--- src/rtl/rdwr_turn_pkg.sv ---
package rdwr_turn_pkg;

  typedef enum logic [2:0] {
    CMD_WRITE = 3'b100,
    CMD_READ  = 3'b101,
    CMD_NOP   = 3'b111
  } sdCmd_e;

  // strobes from the sequencing control to the pin datapath, all for the next cycle
  typedef struct packed {
    logic issueRd;   // READ goes out next cycle
    logic issueWr;   // WRITE goes out next cycle
    logic wrCut;     // that WRITE truncates a running burst
    logic dqmNext;   // DQM level for next cycle
    logic capWr;     // latch the posted write fields now
  } seqStrobe_t;

endpackage

--- src/rtl/rdwr_turn_ctrl.sv ---
module rdwr_turn_ctrl
  import rdwr_turn_pkg::*;
#(
  parameter int CAS_LAT = 3,
  parameter int BL_MAX  = 8,
  parameter int LEN_W   = $clog2(BL_MAX + 1)
) (
  input  logic             clk,
  input  logic             rstN,
  input  logic             rdStart,
  input  logic [LEN_W-1:0] rdLen,
  input  logic             wrStart,
  input  logic             cfgGap,
  output seqStrobe_t       stb
);

  localparam int K_W = $clog2(CAS_LAT + BL_MAX + 4);
  localparam logic [K_W-1:0] CL_K = K_W'(CAS_LAT);

  logic           busy, sched, maskOn, wrPend;
  logic [K_W-1:0] k, wK, dqmK, lastK;

  logic           pendNow, doSched, cutNew, effSched, effMask, endRead;
  logic [K_W-1:0] kNext, near, lPick, lFin, wBase, wCand, effW, effDqmK;

  always_comb begin
    pendNow  = wrPend | wrStart;
    kNext    = k + K_W'(1);
    near     = k + K_W'(2);
    lPick    = (near > CL_K) ? near : CL_K;
    cutNew   = lPick < lastK;
    lFin     = cutNew ? lPick : lastK;
    wBase    = lFin + K_W'(1) + K_W'(cfgGap);
    wCand    = (wBase < kNext) ? kNext : wBase;
    doSched  = busy & pendNow & ~sched;
    effSched = sched | doSched;
    effW     = doSched ? wCand : wK;
    effMask  = doSched ? cutNew : maskOn;
    effDqmK  = doSched ? (lFin - K_W'(1)) : dqmK;
    endRead  = busy & ~effSched & (k > lastK);

    stb         = '0;
    stb.capWr   = wrStart & ~wrPend;
    stb.issueRd = ~busy & rdStart;
    stb.issueWr = busy ? (effSched & (kNext == effW)) : (~rdStart & pendNow);
    stb.wrCut   = busy & stb.issueWr & effMask;
    stb.dqmNext = busy & effSched & effMask & (kNext >= effDqmK) & (kNext < effW);
  end

  always_ff @(posedge clk or negedge rstN) begin
    if (!rstN) begin
      busy   <= 1'b0;
      sched  <= 1'b0;
      maskOn <= 1'b0;
      wrPend <= 1'b0;
      k      <= '0;
      wK     <= '0;
      dqmK   <= '0;
      lastK  <= '0;
    end else begin
      busy   <= stb.issueRd | (busy & ~stb.issueWr & ~endRead);
      wrPend <= pendNow & ~stb.issueWr;
      sched  <= busy & effSched & ~stb.issueWr;
      if (stb.issueRd) begin
        k     <= '0;
        lastK <= CL_K + K_W'(rdLen) - K_W'(1);
      end else if (busy) begin
        k <= kNext;
      end
      if (doSched) begin
        wK     <= wCand;
        dqmK   <= lFin - K_W'(1);
        maskOn <= cutNew;
      end
    end
  end

  // read and write never go out in the same cycle
  p_single_issue_r1: assert property (@(posedge clk) disable iff (!rstN)
    !(stb.issueRd && stb.issueWr));

  // a scheduled write always lies ahead of the current cycle
  p_target_ahead_r3: assert property (@(posedge clk) disable iff (!rstN)
    (busy && sched) |-> (wK > k));

  // the mask window opens before the write cycle
  p_mask_window_r4: assert property (@(posedge clk) disable iff (!rstN)
    (busy && sched && maskOn) |-> (dqmK < wK));

endmodule

--- src/rtl/rdwr_turn_dp.sv ---
module rdwr_turn_dp
  import rdwr_turn_pkg::*;
#(
  parameter int BANK_W = 2,
  parameter int COL_W  = 10,
  parameter int DATA_W = 16
) (
  input  logic              clk,
  input  logic              rstN,
  input  seqStrobe_t        stb,
  input  logic [BANK_W-1:0] rdBank,
  input  logic [COL_W-1:0]  rdCol,
  input  logic [BANK_W-1:0] wrBank,
  input  logic [COL_W-1:0]  wrCol,
  input  logic [DATA_W-1:0] wrData,
  output logic [2:0]        cmdOut,
  output logic [BANK_W-1:0] bankOut,
  output logic [COL_W-1:0]  addrOut,
  output logic              dqmOut,
  output logic              dqOe,
  output logic [DATA_W-1:0] dqOut
);

  logic [BANK_W-1:0] wrBankQ, selBank;
  logic [COL_W-1:0]  wrColQ, selCol;
  logic [DATA_W-1:0] wrDataQ, selData;
  sdCmd_e            cmdQ;

  always_comb begin
    selBank = stb.capWr ? wrBank : wrBankQ;
    selCol  = stb.capWr ? wrCol  : wrColQ;
    selData = stb.capWr ? wrData : wrDataQ;
  end

  always_ff @(posedge clk or negedge rstN) begin
    if (!rstN) begin
      wrBankQ <= '0;
      wrColQ  <= '0;
      wrDataQ <= '0;
      cmdQ    <= CMD_NOP;
      bankOut <= '0;
      addrOut <= '0;
      dqmOut  <= 1'b0;
      dqOe    <= 1'b0;
      dqOut   <= '0;
    end else begin
      if (stb.capWr) begin
        wrBankQ <= wrBank;
        wrColQ  <= wrCol;
        wrDataQ <= wrData;
      end
      dqmOut <= stb.dqmNext;
      dqOe   <= stb.issueWr;
      dqOut  <= stb.issueWr ? selData : '0;
      if (stb.issueRd) begin
        cmdQ    <= CMD_READ;
        bankOut <= rdBank;
        addrOut <= rdCol;
      end else if (stb.issueWr) begin
        cmdQ    <= CMD_WRITE;
        bankOut <= selBank;
        addrOut <= selCol;
      end else begin
        cmdQ    <= CMD_NOP;
        bankOut <= '0;
        addrOut <= '0;
      end
    end
  end

  assign cmdOut = cmdQ;

  // a truncating WRITE is preceded by a masked cycle
  p_dqm_prior_r4: assert property (@(posedge clk) disable iff (!rstN)
    (stb.issueWr && stb.wrCut) |-> dqmOut);

  // write data is never masked in the command cycle
  p_wr_unmasked_r5: assert property (@(posedge clk) disable iff (!rstN)
    (cmdQ == CMD_WRITE) |-> !dqmOut);

  // the pins are driven only alongside a WRITE
  p_oe_with_write_r7: assert property (@(posedge clk) disable iff (!rstN)
    dqOe |-> (cmdQ == CMD_WRITE));

endmodule

--- src/rtl/rdwr_turnaround.sv ---
module rdwr_turnaround
  import rdwr_turn_pkg::*;
#(
  parameter int CAS_LAT = 3,
  parameter int BL_MAX  = 8,
  parameter int BANK_W  = 2,
  parameter int COL_W   = 10,
  parameter int DATA_W  = 16,
  parameter int LEN_W   = $clog2(BL_MAX + 1)
) (
  input  logic              clk,
  input  logic              rstN,
  input  logic              rdStart,
  input  logic [BANK_W-1:0] rdBank,
  input  logic [COL_W-1:0]  rdCol,
  input  logic [LEN_W-1:0]  rdLen,
  input  logic              wrStart,
  input  logic [BANK_W-1:0] wrBank,
  input  logic [COL_W-1:0]  wrCol,
  input  logic [DATA_W-1:0] wrData,
  input  logic              cfgGap,
  output logic [2:0]        cmdOut,
  output logic [BANK_W-1:0] bankOut,
  output logic [COL_W-1:0]  addrOut,
  output logic              dqmOut,
  output logic              dqOe,
  output logic [DATA_W-1:0] dqOut
);

  seqStrobe_t stb;

  rdwr_turn_ctrl #(
    .CAS_LAT(CAS_LAT), .BL_MAX(BL_MAX), .LEN_W(LEN_W)
  ) u_ctrl (
    .clk(clk), .rstN(rstN), .rdStart(rdStart), .rdLen(rdLen),
    .wrStart(wrStart), .cfgGap(cfgGap), .stb(stb)
  );

  rdwr_turn_dp #(
    .BANK_W(BANK_W), .COL_W(COL_W), .DATA_W(DATA_W)
  ) u_dp (
    .clk(clk), .rstN(rstN), .stb(stb),
    .rdBank(rdBank), .rdCol(rdCol),
    .wrBank(wrBank), .wrCol(wrCol), .wrData(wrData),
    .cmdOut(cmdOut), .bankOut(bankOut), .addrOut(addrOut),
    .dqmOut(dqmOut), .dqOe(dqOe), .dqOut(dqOut)
  );

endmodule

--- config.mk ---
export PLATFORM = sky130hd
export DESIGN_NAME = rdwr_turnaround
export DESIGN_NICKNAME = d
export VERILOG_FILES = /design/src/rtl/rdwr_turn_pkg.sv /design/src/rtl/rdwr_turn_ctrl.sv /design/src/rtl/rdwr_turn_dp.sv /design/src/rtl/rdwr_turnaround.sv
export SDC_FILE = /design/constraint.sdc
export NUM_CORES = 1
export LEC_CHECK = 0
export BUFFER_PORTS_ARGS = -buffer_cell sky130_fd_sc_hd__buf_2
export CORE_AREA = 2 2 88 90
export CTS_CLUSTER_DIAMETER = 50
export CTS_CLUSTER_SIZE = 10
export DETAILED_ROUTE_END_ITERATION = 8
export DIE_AREA = 0 0 90 92
export HOLD_SLACK_MARGIN = 0.06
export PLACE_DENSITY_LB_ADDON = 0.3
export SETUP_SLACK_MARGIN = 0.15
export SLEW_MARGIN = 40
export SYNTH_ARGS = -nofsm -noshare
export SYNTH_HDL_FRONTEND = slang
export SYNTH_HIERARCHICAL = 1
export SYNTH_SLANG_ARGS = --single-unit
--- constraint.sdc ---
create_clock -name clk -period 6.7 [get_ports clk]
set_input_delay 0.67 -clock clk [delete_from_list [all_inputs] [get_ports clk]]
set_output_delay 0.67 -clock clk [all_outputs]
set_load 0.01 [all_outputs]
==> impl_results.md <==
- Port buffer count: 80
- Final setup viols: 0
- DR vias: 2539
- Max Cap Viol: 0
- Crit path largest cell delay: between 0.5 and 0.6 ns
- Final Hold Viols: 0
- Die area: 8280 um^2
- DR iter-0 viols: around 130
- Gr usage total: about a fifth
- Skew final: around 0.012 ns
- GPL Wtd Cong: about 0.8
- Flop2flop setup slack: 0.74 ns
- Delay-heaviest family, CP: simple AND/OR/NAND/NOR gates
- HPWL Detailed: 5.307 mm
- Die H: about 90 um
- Reg2reg start: u_ctrl/k[1]$_DFFE_PN0P_
- Wire length per cell: 15.03 um
- Most frequent CP cell: ha_1
- Die width: 90 um
- Core area: 7447 um^2
- Num Clock Sinks: 80
- Final hold slack: about 0.34 ns
- 1st-pass router iterations: 5
- Status: finished, final reports clean
- Vias in the first global route: between 2k and 3k
- Resized Gates After CTS: 0
- Critical path's slowest cell: nor2b_2
- Slew Viols, Final: 0
- Ports: 82
- Longest Clk Path Bufs: 2
- Via/cell ratio: between 5 and 6
- Mapped Area: between 3000 and 4000 um^2
- Cts hold-fix bufs: 0
- Syn_area_per_cell: 12.58 um^2
- Clock Root Buffer: clkbuf_8
- Worst path cell trace: ha_1 -> xnor2_2 -> or2b_2 -> nand2_1 -> ha_1 -> o21a_1 -> o21ai_0 -> a21oi_1 -> or2_2 -> ha_1 -> or3_4 -> xor2_1 -> ha_1 -> o21bai_1 -> mux2_2 -> o21ai_0 -> ha_1 -> and4_1 -> o311ai_0 -> o31ai_2 -> nor2b_2 -> a22o_1
- # fillers: around 630
- Fmax: 167.7 MHz
- Placement Rows: 32
- Worst Path Arrival: ~6.3 ns
- RR Endpoint: u_dp/addrOut[8]$_DFF_PN0_
- Slew HR: between 50% and 60%
- # diodes: 0
- Mapped Cells: ~300
- Worst vdd ir: between 200 and 300 uV
- H-tree depth: 3
- CP Launch Point: u_ctrl/k[1]$_DFFE_PN0P_
- Synth warn: 6
- CTS tree: done
- Period utilization: 88.98%
- Area growth from synthesis to layout: 19.59%
- Syn nets: 379
- Detail Route Antenna Nets: 0
- First-pass GRT wire length: 12.77 mm
- Starting Density: between 50% and 60%
- Final wirelength: about 7.4 mm
- Hold Path Class: input port to asynchronous set/reset pin
- Critical path startpoint category: flop
- Max FO, Critical Path: 13
- Layout cells sized above 1: between 30% and 40%
- Depth of the worst register-to-register path: 22
- Final nets: roughly 460
- CP Data Required Time: roughly 7 ns
- Setup repair bufs after CTS: 0
- RSZ-0062 raised after global routing: false
- GRT Residual Overflow: 0
- Crit path buffers/inverters: 0
- CTS Buf Count: 9
- Fin Setup TNS: 0 ns
- Remaining DRCs: 0
- Initial antenna violation count: 0
- Setup crit end kind: flop
- Crit Path Category: flop to flop
- Pwr per Cell Area: 587.7 nW/um^2
- Slew @ Worst Pin: roughly 0.70 ns
- Reg clk slew, reported paths: 0.10 ns
- Tmin final: 5.962 ns
- Lkg Pwr: approximately 2.4 nW
- Largest net degree at the start of global routing: between 80 and 90
- Clock Latency Late Sink: approximately 0.35 ns
-- layout make-up --
class                      count  area, um^2  share of cell area (%)
sequential                    80        2004                   43.82
multi-input combinational    194        1685                   36.84
timing repair buffer          83       456.7                   9.984
tap                          102       127.6                   2.790
clock buffer                   9       123.9                   2.708
clock inverter                 7       108.9                   2.380
inverter                      18       67.56                   1.477
-- cells in the final DEF (no fill, tap or decap), types with 3 or more instances in the layout --
cell type,count
a21o_1,5
a21oi_1,11
a22o_1,12
and2_1,17
buf_2,79
clkbuf_8,9
dfrtp_1,78
ha_1,26
inv_1,18
mux2_2,14
mux2_4,19
mux2i_1,5
nand2_1,18
nand2b_1,6
nor2_1,9
o21a_1,3
o21ai_0,10
xnor2_1,3
xor2_1,3
-- stage by stage --
step | total power, mW | instances | instance area [um^2] | util (%) | setup slack, ns
3_3_place_gp | 2.207 | 475 | 4290 | 57.61 | 0.7101
5_1_grt | 2.922 | 493 | 4574 | 61.42 | 0.3341
6_report | 2.689 | 493 | 4574 | 61.42 | 0.7383
2_1_floorplan | 1.926 | 304 | 3825 | - | 1.173
4_1_cts | 2.705 | 493 | 4572 | 61.39 | 0.7740
3_5_place_dp | 2.279 | 477 | 4339 | 58.27 | 0.8265
-- sequential cells by signal (all words and copies together), names as in the netlist --
signal / flops
u_dp/dqOut: 16
u_dp/wrDataQ: 16
u_dp/addrOut: 10
u_dp/wrColQ: 10
u_ctrl/dqmK: 4
u_ctrl/k: 4
u_ctrl/lastK: 4
u_ctrl/wK: 4
u_dp/bankOut: 2
u_dp/cmdOut: 2
u_dp/wrBankQ: 2
u_ctrl/busy: 1
u_ctrl/maskOn: 1
u_ctrl/sched: 1
u_ctrl/wrPend: 1
u_dp/dqOe: 1
u_dp/dqmOut: 1
-- per-layer routing --
| metal | part of all wire, % | track usage [%] | vias up | routed length (um) |
|---|---|---|---|---|
| met1 | 45 | 25.60 | 1252 | 3319 |
| met5 | 0 | 0 | - | 0 |
| li1 | - | - | 1215 | - |
| met3 | 4.5 | 4.848 | 10 | 330 |
| met4 | 1.6 | 7.821 | 0 | 119 |
| met2 | 49 | 31.02 | 62 | 3644 |
-- where the power goes --
| part | total (mW) | switching, mW | internal, mW |
|---|---|---|---|
| Clock | 0.411 | 0.193 | 0.218 |
| Combinational | 1.50 | 0.757 | 0.741 |
| Sequential | 0.779 | 0.0979 | 0.681 |
| Total | 2.69 | 1.05 | 1.64 |
-- worst max path at each step --
| stage | end | slack (ns) | cells past startpoint |
|---|---|---|---|
| 3_3_place_gp | u_dp/addrOut[5]$_DFF_PN0_ | 0.71 | 22 |
| 5_1_grt | u_dp/addrOut[8]$_DFF_PN0_ | 0.33 | 22 |
| 6_report | u_dp/addrOut[8]$_DFF_PN0_ | 0.74 | 22 |
| 3_5_place_dp | u_dp/addrOut[8]$_DFF_PN0_ | 0.83 | 22 |
| 2_1_floorplan | u_dp/addrOut[0]$_DFF_PN0_ | 1.17 | 23 |
| 4_1_cts | u_dp/addrOut[8]$_DFF_PN0_ | 0.77 | 22 |
No activity file was read; power rests on OpenSTA's default activity.
